### config.mk
export PLATFORM = sky130hd
export DESIGN_NAME = prio_vec_intc
export DESIGN_NICKNAME = d
export VERILOG_FILES = /design/src/rtl/intc_pkg.sv /design/src/rtl/intc_enable_reg.sv /design/src/rtl/intc_prio_arb.sv /design/src/rtl/intc_svc_ctrl.sv /design/src/rtl/prio_vec_intc.sv
export SDC_FILE = /design/constraint.sdc
export NUM_CORES = 1
export LEC_CHECK = 0
export BUFFER_PORTS_ARGS = -buffer_cell sky130_fd_sc_hd__buf_4
export CAP_MARGIN = 20
export CORE_ASPECT_RATIO = 1.25
export CORE_MARGIN = 4
export CORE_UTILIZATION = 49
export DETAILED_ROUTE_END_ITERATION = 12
export PLACE_DENSITY = 0.84
export SLEW_MARGIN = 5
export SYNTH_ARGS = -nofsm -noshare
export SYNTH_HDL_FRONTEND = slang
export SYNTH_HIERARCHICAL = 1
export SYNTH_SLANG_ARGS = --single-unit
### constraint.sdc
create_clock -name clk -period 4.8 [get_ports clk]
set_input_delay 0.72 -clock clk [delete_from_list [all_inputs] [get_ports clk]]
set_output_delay 0.72 -clock clk [all_outputs]
set_load 0.1 [all_outputs]
### src/rtl/intc_pkg.sv
package intc_pkg;
  localparam int NSRC    = 7;
  localparam int IE_W    = 8;
  localparam int GLB_BIT = 7;
  localparam int ID_W    = $clog2(NSRC);

  typedef enum logic [ID_W-1:0] {
    SRC_XA   = 3'd0,
    SRC_TMR  = 3'd1,
    SRC_XB   = 3'd2,
    SRC_PWM  = 3'd3,
    SRC_WDT  = 3'd4,
    SRC_SBUS = 3'd5,
    SRC_ADC  = 3'd6
  } src_e;

  // enable-byte bit that belongs to a priority index
  function automatic int unsigned en_bit_of(input int unsigned p);
    case (p)
      0: return 0;
      1: return 1;
      2: return 2;
      3: return 3;
      4: return 5;
      5: return 4;
      6: return 6;
      default: return 0;
    endcase
  endfunction

  // position in the vector table for a priority index
  function automatic int unsigned vec_slot_of(input int unsigned p);
    case (p)
      0: return 0;
      1: return 1;
      2: return 2;
      3: return 6;
      4: return 3;
      5: return 4;
      6: return 5;
      default: return 0;
    endcase
  endfunction
endpackage

### src/rtl/intc_enable_reg.sv
module intc_enable_reg
  import intc_pkg::*;
(
  input  logic            clk,
  input  logic            rst_n,
  input  logic            wr,
  input  logic [IE_W-1:0] wdata,
  output logic            glb_en,
  output logic [NSRC-1:0] src_en
);
  logic [IE_W-1:0] ie_q;

  always_ff @(posedge clk) begin
    if (!rst_n)  ie_q <= '0;
    else if (wr) ie_q <= wdata;
  end

  assign glb_en = ie_q[GLB_BIT];

  for (genvar g = 0; g < NSRC; g++) begin : g_map
    assign src_en[g] = ie_q[en_bit_of(g)];
  end

  a_r10_write_lands: assert property (@(posedge clk) disable iff (!rst_n)
    wr |=> (ie_q == $past(wdata)));
  a_r1_hold_no_write: assert property (@(posedge clk) disable iff (!rst_n)
    !wr |=> $stable(ie_q));
endmodule

### src/rtl/intc_prio_arb.sv
module intc_prio_arb
  import intc_pkg::*;
#(
  parameter int VEC_W      = 16,
  parameter int VEC_BASE   = 3,
  parameter int VEC_STRIDE = 8
) (
  input  logic             clk,
  input  logic             rst_n,
  input  logic [NSRC-1:0]  req,
  input  logic [NSRC-1:0]  src_en,
  input  logic             glb_en,
  output logic             any,
  output logic [ID_W-1:0]  win_id,
  output logic [VEC_W-1:0] win_vec
);
  logic [NSRC-1:0] elig;
  assign elig = req & src_en & {NSRC{glb_en}};
  assign any  = |elig;

  always_comb begin
    win_id = '0;
    for (int i = NSRC - 1; i >= 0; i--) begin
      if (elig[i]) win_id = ID_W'(i);
    end
  end

  always_comb begin
    win_vec = '0;
    for (int i = 0; i < NSRC; i++) begin
      if (win_id == ID_W'(i))
        win_vec = VEC_W'(VEC_BASE + VEC_STRIDE * vec_slot_of(i));
    end
  end

  // no eligible source ranks above the chosen one
  a_r4_none_above: assert property (@(posedge clk) disable iff (!rst_n)
    any |-> ((elig & ((NSRC'(1) << win_id) - NSRC'(1))) == '0));
  a_r2_winner_eligible: assert property (@(posedge clk) disable iff (!rst_n)
    any |-> (req[win_id] && src_en[win_id] && glb_en));
endmodule

### src/rtl/intc_svc_ctrl.sv
module intc_svc_ctrl
  import intc_pkg::*;
#(
  parameter logic [NSRC-1:0] EDGE_MASK = 7'b0000101
) (
  input  logic            clk,
  input  logic            rst_n,
  input  logic            any,
  input  logic [ID_W-1:0] win_id,
  input  logic            ack,
  input  logic            reti,
  output logic            busy,
  output logic [NSRC-1:0] clr
);
  logic take;
  assign take = ack && any && !busy;

  always_ff @(posedge clk) begin
    if (!rst_n) begin
      busy <= 1'b0;
      clr  <= '0;
    end else begin
      clr <= '0;
      if (take) begin
        busy <= 1'b1;
        clr  <= EDGE_MASK & (NSRC'(1) << win_id);
      end else if (reti) begin
        busy <= 1'b0;
      end
    end
  end

  a_r8_clr_follows_take: assert property (@(posedge clk) disable iff (!rst_n)
    (clr != '0) |-> $past(take));
  a_r8_clr_onehot: assert property (@(posedge clk) disable iff (!rst_n)
    $onehot0(clr));
  a_r7_busy_until_reti: assert property (@(posedge clk) disable iff (!rst_n)
    (busy && !reti) |=> busy);
  a_r9_idle_reti_inert: assert property (@(posedge clk) disable iff (!rst_n)
    (!busy && !take) |=> !busy);
endmodule

### src/rtl/prio_vec_intc.sv
module prio_vec_intc
  import intc_pkg::*;
#(
  parameter int               VEC_W      = 16,
  parameter int               VEC_BASE   = 3,
  parameter int               VEC_STRIDE = 8,
  parameter logic [NSRC-1:0]  EDGE_MASK  = 7'b0000101
) (
  input  logic             clk,
  input  logic             rst_n,
  input  logic [6:0]       req_i,
  input  logic             ie_wr_i,
  input  logic [7:0]       ie_wdata_i,
  input  logic             ack_i,
  input  logic             reti_i,
  output logic             irq_o,
  output logic [VEC_W-1:0] vector_o,
  output logic [6:0]       flag_clr_o
);
  logic            glb_en;
  logic [NSRC-1:0] src_en;
  logic            any;
  logic [ID_W-1:0] win_id;
  logic [VEC_W-1:0] win_vec;
  logic            busy;

  intc_enable_reg u_ie (
    .clk(clk), .rst_n(rst_n), .wr(ie_wr_i), .wdata(ie_wdata_i),
    .glb_en(glb_en), .src_en(src_en)
  );

  intc_prio_arb #(.VEC_W(VEC_W), .VEC_BASE(VEC_BASE), .VEC_STRIDE(VEC_STRIDE)) u_arb (
    .clk(clk), .rst_n(rst_n), .req(req_i), .src_en(src_en), .glb_en(glb_en),
    .any(any), .win_id(win_id), .win_vec(win_vec)
  );

  intc_svc_ctrl #(.EDGE_MASK(EDGE_MASK)) u_svc (
    .clk(clk), .rst_n(rst_n), .any(any), .win_id(win_id), .ack(ack_i),
    .reti(reti_i), .busy(busy), .clr(flag_clr_o)
  );

  assign irq_o    = any && !busy;
  assign vector_o = irq_o ? win_vec : '0;

  a_r3_global_blocks: assert property (@(posedge clk) disable iff (!rst_n)
    !glb_en |-> !irq_o);
  a_r7_quiet_in_service: assert property (@(posedge clk) disable iff (!rst_n)
    busy |-> !irq_o);
  a_r5_legal_vector: assert property (@(posedge clk) disable iff (!rst_n)
    irq_o |-> ((vector_o >= VEC_W'(VEC_BASE)) &&
               (vector_o <= VEC_W'(VEC_BASE + VEC_STRIDE * (NSRC - 1))) &&
               (((vector_o - VEC_W'(VEC_BASE)) % VEC_W'(VEC_STRIDE)) == '0)));
  a_r5_zero_when_idle: assert property (@(posedge clk) disable iff (!rst_n)
    !irq_o |-> (vector_o == '0));
endmodule

==> qor.csv, run 1 <==
stage,metric,value,unit
clock_tree,hold_buf cts,0,
die,die area,2638,µm²
clock_tree,post-cts repair resize count,0,
worst_setup_path,"Max FO, Critical Path",5,
sta,worst hold margin,540.4,ps
placed_design,PortBufs,27,
outcome,status,finished clean,
grt,vias in the first global route,752,
drt,Post-route DRC,0,
drt,vias,756,
logic_synthesis,synth warn,6,
final_layout,share of cells above drive strength 1,0.2868,
logic_synthesis,synthesized area per cell,8.928,µm²
logic_synthesis,top-count cell post-synth,buf_4,
placed_design,Place WS,1733,ps
clock_tree,TritonCTS clock tree,built,
clock_tree,clk sinks,11,
power_and_ir_drop,Power Density,243.4,nW/µm²
logic_synthesis,Synth area leaders,"dfxtp_1, buf_4, and3b_1, mux2i_1, nor2b_1",
worst_setup_path,end of the critical path,vector_o[4],
sta,final setup vio count,0,
sta,final setup TNS,0,ps
final_layout,number of antenna diodes,0,
logic_synthesis,Synth Flop Type,dfxtp_1,
sta,final setup margin,1808,ps
final_layout,Syn-to-layout area delta,16.46,%
grt,global route overflow,0,
sta,crit share post-route,0.6234,
logic_synthesis,proportion of synthesized chip area in sequential cells,0.2395,
sta,Fmax,334.2,MHz
worst_setup_path,FF-to-FF setup slack,3310,ps
drt,post-route ant nets,0,
worst_setup_path,Register-to-Register Path Depth,4,
worst_setup_path,CP required,4080,ps
logic_synthesis,most frequent cells after synthesis,"buf_4, and3b_1, dfxtp_1",
die,Initial Util,0.5209,
grt,met1 global-route usage,0.1703,
drt,First-pass DRT Iterations,4,
sta,worst slew pin tran,974.8,ps
logic_synthesis,cell area after synthesis,919.6,µm²
run,max-cap violation count,0,
worst_setup_path,Worst setup EP type,output port,
die,Core Area,1765,µm²
clock_tree,number of buffers created by CTS,3,
drt,DR WL/cell,13.44,µm
drt,Via density,5.108,
logic_synthesis,Synth cell types,26,
drt,routed wire length,1989,µm
worst_setup_path,r2r startpoint,u_ie/ie_q[7]$_SDFFE_PN0P_,
worst_setup_path,CP Launch Type,input port,
clock_tree,clk buf depth,2,
clock_tree,clk slew on worst S/H paths,70,ps
logic_synthesis,Post-Synth Adder-Cell Area,0.01224,
sta,Fin. Hold Viols,0,
die,Die Ht,56.44,µm
sta,minimum clock period,2992,ps
logic_synthesis,Synth Area in Compound Gates,0.09796,
logic_synthesis,Synth Area in XOR/XNOR,0,
sta,final slew viol count,0,
logic_synthesis,multiplexer area fraction after synthesis,0.09796,
worst_setup_path,CP Launch Point,req_i[0],
power_and_ir_drop,Max IR drop VDD,0.0001847,V
die,FP Rows,17,
logic_synthesis,Post-synth EDFFs,0,
worst_setup_path,CP Data Arrival Time,2270,ps
placed_design,dpl hpwl,1537,µm
grt,first-pass GRT wire length,3063,µm
sta,Layout Skew,2.823,ps
clock_tree,clock root cell,clkbuf_4,
logic_synthesis,Mapped Cells,103,
clock_tree,Post-CTS Setup Bufs,0,
logic_synthesis,main combinational cell family by area after synthesis,simple AND/OR/NAND/NOR gates,
drt,Initial DRC Count,31,
final_layout,"Net count, final",150,
worst_setup_path,Critical R2R Capture,u_svc/clr[0]$_SDFF_PP0_,
die,Die W,46.75,µm
placed_design,gpl congestion,0.8218,
sta,Slew HR,0.3523,
power_and_ir_drop,total power,0.2607,mW
power_and_ir_drop,Leak Pwr,0.5510,nW
logic_synthesis,Synth async-reset ratio,0,
grt,Total GRT Usage,0.1552,
grt,met2 Track Usage GR,0.2835,
worst_setup_path,Setup CP Type,input port to output port,
logic_synthesis,"area leader, netlist",dfxtp_1,
die,I/O Pins,44,
logic_synthesis,simple-gate share of the synthesized area,0.3524,
logic_synthesis,flop and latch count out of synthesis,11,
grt,GRT busiest layer,met2,
grt,antenna violations before repair,0,
sta,RSZ-0062 raised after global routing,false,
clock_tree,worst-skew pair later-pin latency,260,ps
grt,largest net degree at the start of global routing,22,
worst_hold_path,Worst Hold Class,register to register,
logic_synthesis,share of the synthesized area in the top cell type,0.2395,
clock_tree,CTS H-tree lvls,1,
grt,routing usage on met3,0.01923,
-- per-layer routing --
layer  up-vias  share of wire
li1        379              -
met1       342           0.37
met2        33           0.55
met3         2          0.073
met4         0         0.0045
met5         -              0
-- per-stage QoR --
| step | util | cell area, µm² | cells |
|---|---|---|---|
| 3_3_place_gp | 0.5875 | 1037 | 143 |
| 4_1_cts | 0.6024 | 1064 | 147 |
| 3_5_place_dp | 0.5875 | 1037 | 143 |
| 2_1_floorplan | - | 975.9 | 118 |
| 6_report | 0.6067 | 1071 | 148 |
| 5_1_grt | 0.6067 | 1071 | 148 |
-- critical path, cell delays in order --
cell and delay, ps:
buf_4 110, a22o_1 250, nor4_2 430, o21ai_1 130, o22ai_1 150, and3b_1 190, buf_4 290
-- report_power, final --
part	leakage [nW]	internal, mW	switching [mW]
combinational	0.446	0.0248	0.0721
sequential	0.0903	0.0956	0.00479
clock	0.0150	0.0321	0.0311
total	0.551	0.153	0.108
-- area by class of cell --
class,count,area (µm²)
clock buffer,4,26.28
fill,166,694.4
inverter,2,7.507
multi-input combinational,84,583.1
sequential,11,220.2
tap,19,23.77
timing repair buffer,28,210.2
-- how the worst min path moves through the flow --
stage / from / end / cells after the start
2_1_floorplan: u_ie/ie_q[2]$_SDFFE_PN0P_ / u_ie/ie_q[2]$_SDFFE_PN0P_ / 2
3_3_place_gp: u_ie/ie_q[6]$_SDFFE_PN0P_ / u_ie/ie_q[6]$_SDFFE_PN0P_ / 2
3_5_place_dp: u_ie/ie_q[6]$_SDFFE_PN0P_ / u_ie/ie_q[6]$_SDFFE_PN0P_ / 2
4_1_cts: u_ie/ie_q[6]$_SDFFE_PN0P_ / u_ie/ie_q[6]$_SDFFE_PN0P_ / 2
5_1_grt: u_ie/ie_q[1]$_SDFFE_PN0P_ / u_ie/ie_q[1]$_SDFFE_PN0P_ / 2
6_report: u_ie/ie_q[6]$_SDFFE_PN0P_ / u_ie/ie_q[6]$_SDFFE_PN0P_ / 2
-- placed cells by master (no fill, tap or decap) --
cell,count
a21oi_1,1
a222oi_1,1
a22o_1,2
a311oi_2,1
a32oi_1,1
and3_1,2
and3b_1,16
buf_4,28
clkbuf_1,1
clkbuf_4,3
conb_1,18
dfxtp_1,11
inv_1,2
maj3_2,1
mux2i_1,9
nand2_1,9
nand2b_1,1
nand3_1,1
nand3b_4,1
nand4b_1,1
nor2_1,1
nor2b_1,9
nor4_2,3
o21ai_0,2
o21ai_1,2
o21bai_1,1
o22ai_1,1
-- sequential cells by signal, indices dropped and copies added, names as in the netlist --
name / flops
u_ie/ie_q: 8
u_svc/clr: 2
u_svc/busy: 1
-- cells by family (layout without fill, tap and decap cells) --
family | Yosys count | count (layout)
AOI/OAI and AO/OA | 12 | 12
and+or+nand+nor | 44 | 44
DFF | 11 | 11
adders and majority gates | 1 | 1
buffers and inverters | 23 | 34
other | 3 | 18
muxes | 9 | 9
Power figures use the tool's default switching activity.
==> inputs of run 2 (changes only) <==
- CORE_UTILIZATION: 49 -> 45
- PLACE_DENSITY: 0.84 -> 0.78
- clock period: 4.8 -> 2.8 ns (I/O delays scaled with it)
==> qor.csv, run 2 (synthesis gave the netlist of run 1 again) <==
stage,metric,value,unit,change
power_and_ir_drop,Power Density,412.1,nW/µm²,+69%
outcome,status,finished clean,,
worst_setup_path,CP cell instances,nand2_1 -> and3_1 -> a311oi_2 -> maj3_2 -> and3b_1 -> buf_4,,
run,max-cap violation count,0,,unchanged
clock_tree,clk buf depth,2,,unchanged
worst_setup_path,Worst path slowest cell,a311oi_2,,
drt,routed wire length,1759,µm,-12%
clock_tree,number of buffers created by CTS,3,,unchanged
die,FP Rows,18,,+1
final_layout,final std cells w/o fill,150,,+1.4%
power_and_ir_drop,Combinational Power Share,0.372,,about the same
power_and_ir_drop,Leak Pwr,0.5567,nW,+1.0%
placed_design,dpl hpwl,1451,µm,-5.6%
clock_tree,clock root cell,clkbuf_4,,
worst_setup_path,Worst setup EP type,output port,,
power_and_ir_drop,Net Sw Frac,0.4106,,-0.003970
final_layout,"commonest non-fill, non-tap cells in the layout","buf_4, conb_1, and3b_1",,
power_and_ir_drop,Reg power frac,0.386,,about the same
grt,first-pass GRT wire length,2994,µm,-2.3%
grt,global route overflow,0,,unchanged
power_and_ir_drop,Max IR drop VDD,0.0002198,V,+19%
worst_setup_path,Setup CP Type,register to output port,,
final_layout,register bank with the most flops,u_ie/ie_q,,
drt,post-route ant nets,0,,unchanged
final_layout,number of antenna diodes,0,,unchanged
die,die area,2835,µm²,+7.5%
worst_setup_path,CP Launch Type,register,,
grt,antenna violations before repair,0,,unchanged
worst_setup_path,"Max FO, Critical Path",5,,unchanged
worst_hold_path,Worst Hold Class,input port to register,,
worst_setup_path,Register-to-Register Path Depth,5,,+1
drt,Initial DRC Count,12,,-61%
placed_design,PortBufs,27,,unchanged
sta,final setup vio count,0,,unchanged
final_layout,"leading cell type in the layout, fill and taps excluded",buf_4,,
final_layout,max reg flops,8,,unchanged
clock_tree,clk slew on worst S/H paths,70,ps,about the same
sta,worst slew pin tran,972.2,ps,-2.667 ps
final_layout,Largest regs,"u_ie/ie_q (8), u_svc/clr (2), u_svc/busy (1)",,
worst_setup_path,"slowest stage delay, CP",430,ps,about the same
drt,DR WL/cell,11.73,µm,-13%
drt,Via density,5.067,,-0.81%
grt,Total GRT Usage,0.1257,,-0.02951
die,Core Area,1959,µm²,+11%
grt,vias in the first global route,697,,-7.3%
sta,Layout Skew,0.9830,ps,-1.840 ps
die,I/O Pins,44,,unchanged
worst_setup_path,CP Data Arrival Time,2080,ps,-190 ps
clock_tree,TritonCTS clock tree,built,,
clock_tree,worst-skew pair later-pin latency,260,ps,about the same
sta,Fmax,399.8,MHz,
worst_setup_path,CP required,2380,ps,-1700 ps
sta,Slew HR,0.3541,,+0.001772
final_layout,"Net count, final",151,,+0.67%
sta,crit share post-route,0.8934,,
clock_tree,CTS H-tree lvls,1,,unchanged
sta,final setup TNS,0,ps,unchanged
die,Initial Util,0.4693,,-0.05156
clock_tree,post-cts repair resize count,0,,unchanged
power_and_ir_drop,Int Pwr,0.2623,mW,+72%
grt,largest net degree at the start of global routing,22,,unchanged
final_layout,Syn-to-layout area delta,17.42,%,
clock_tree,clk sinks,11,,unchanged
drt,First-pass DRT Iterations,4,,unchanged
die,Die Ht,58.54,µm,+3.7%
power_and_ir_drop,clock power share,0.241,,-0.002
drt,vias,760,,+0.53%
power_and_ir_drop,total power,0.4450,mW,+71%
drt,Post-route DRC,0,,unchanged
sta,final slew viol count,0,,unchanged
clock_tree,Post-CTS Setup Bufs,0,,unchanged
sta,minimum clock period,2501,ps,
placed_design,Placed Instances,145,,+1.4%
final_layout,share of cells above drive strength 1,0.3000,,+0.01318
sta,Fin. Hold Viols,0,,unchanged
power_and_ir_drop,P_sw,0.1827,mW,+69%
worst_hold_path,hold path cells,2,,unchanged
clock_tree,hold_buf cts,0,,unchanged
placed_design,gpl congestion,0.6825,,-17%
sta,RSZ-0062 raised after global routing,false,,
die,Die W,48.44,µm,+3.6%
[run 2: cell types whose count changed in the layout (fill, tap and decap cells not counted), sizes merged]
cell	before	now
buf	28	29
[run 2: worst max-delay path, delay by kind of cell (launching register included)]
family | cells | cell delay (ps)
simple gates | 3 | 460
compound gates | 1 | 430
flops | 1 | 360
fa+ha+maj | 1 | 280
buf+inv | 1 | 280
[run 2: cell type report]
class	instances	area (µm²)
repair buffers	29	215.2
well taps	20	25.02
inverters	2	7.507
multi-input cells	84	585.6
clock buffers	4	26.28
flip-flops and latches	11	220.2
fillers	180	879.6
[run 2: through the flow]
stage | setup WS [ps] | utilization | area, µm² | hold slack (ps)
floorplan | 155.7 | - | 978.4 | 497.2
global placement | 366.3 | 0.5351 | 1049 | 515.1
detailed placement | 310.3 | 0.5351 | 1049 | 526.6
CTS | 124.2 | 0.5485 | 1075 | 335.2
global route | 115.6 | 0.5511 | 1080 | 357.2
finish | 298.6 | 0.5511 | 1080 | 341.0
[run 2: path summary, 6_finish.rpt]
kind	slack, ps	startpoint	endpoint
worst max-delay path	300	u_ie/ie_q[1]$_SDFFE_PN0P_	vector_o[5]
worst min-delay path	340	reti_i	u_svc/busy$_SDFFE_PN0P_
worst max register to register	1240	u_ie/ie_q[5]$_SDFFE_PN0P_	u_svc/busy$_SDFFE_PN0P_
worst min register to register	540	u_ie/ie_q[6]$_SDFFE_PN0P_	u_ie/ie_q[6]$_SDFFE_PN0P_
[run 2: power groups by stage]
stage | Sequential (mW) | Combinational, mW | Clock (mW)
2_1_floorplan | 0.175 | 0.150 | 0
5_1_grt | 0.173 | 0.175 | 0.122
4_1_cts | 0.172 | 0.164 | 0.113
3_3_place_gp | 0.175 | 0.162 | 0
6_report | 0.172 | 0.166 | 0.107
3_5_place_dp | 0.176 | 0.164 | 0
[run 2: routing by layer]
layer,vias up,GRT usage,wire length (µm)
met5,-,0,0
met4,0,0.03557,4
met3,2,0.03797,181
met2,32,0.2164,883
met1,345,0.1500,690
li1,381,-,-
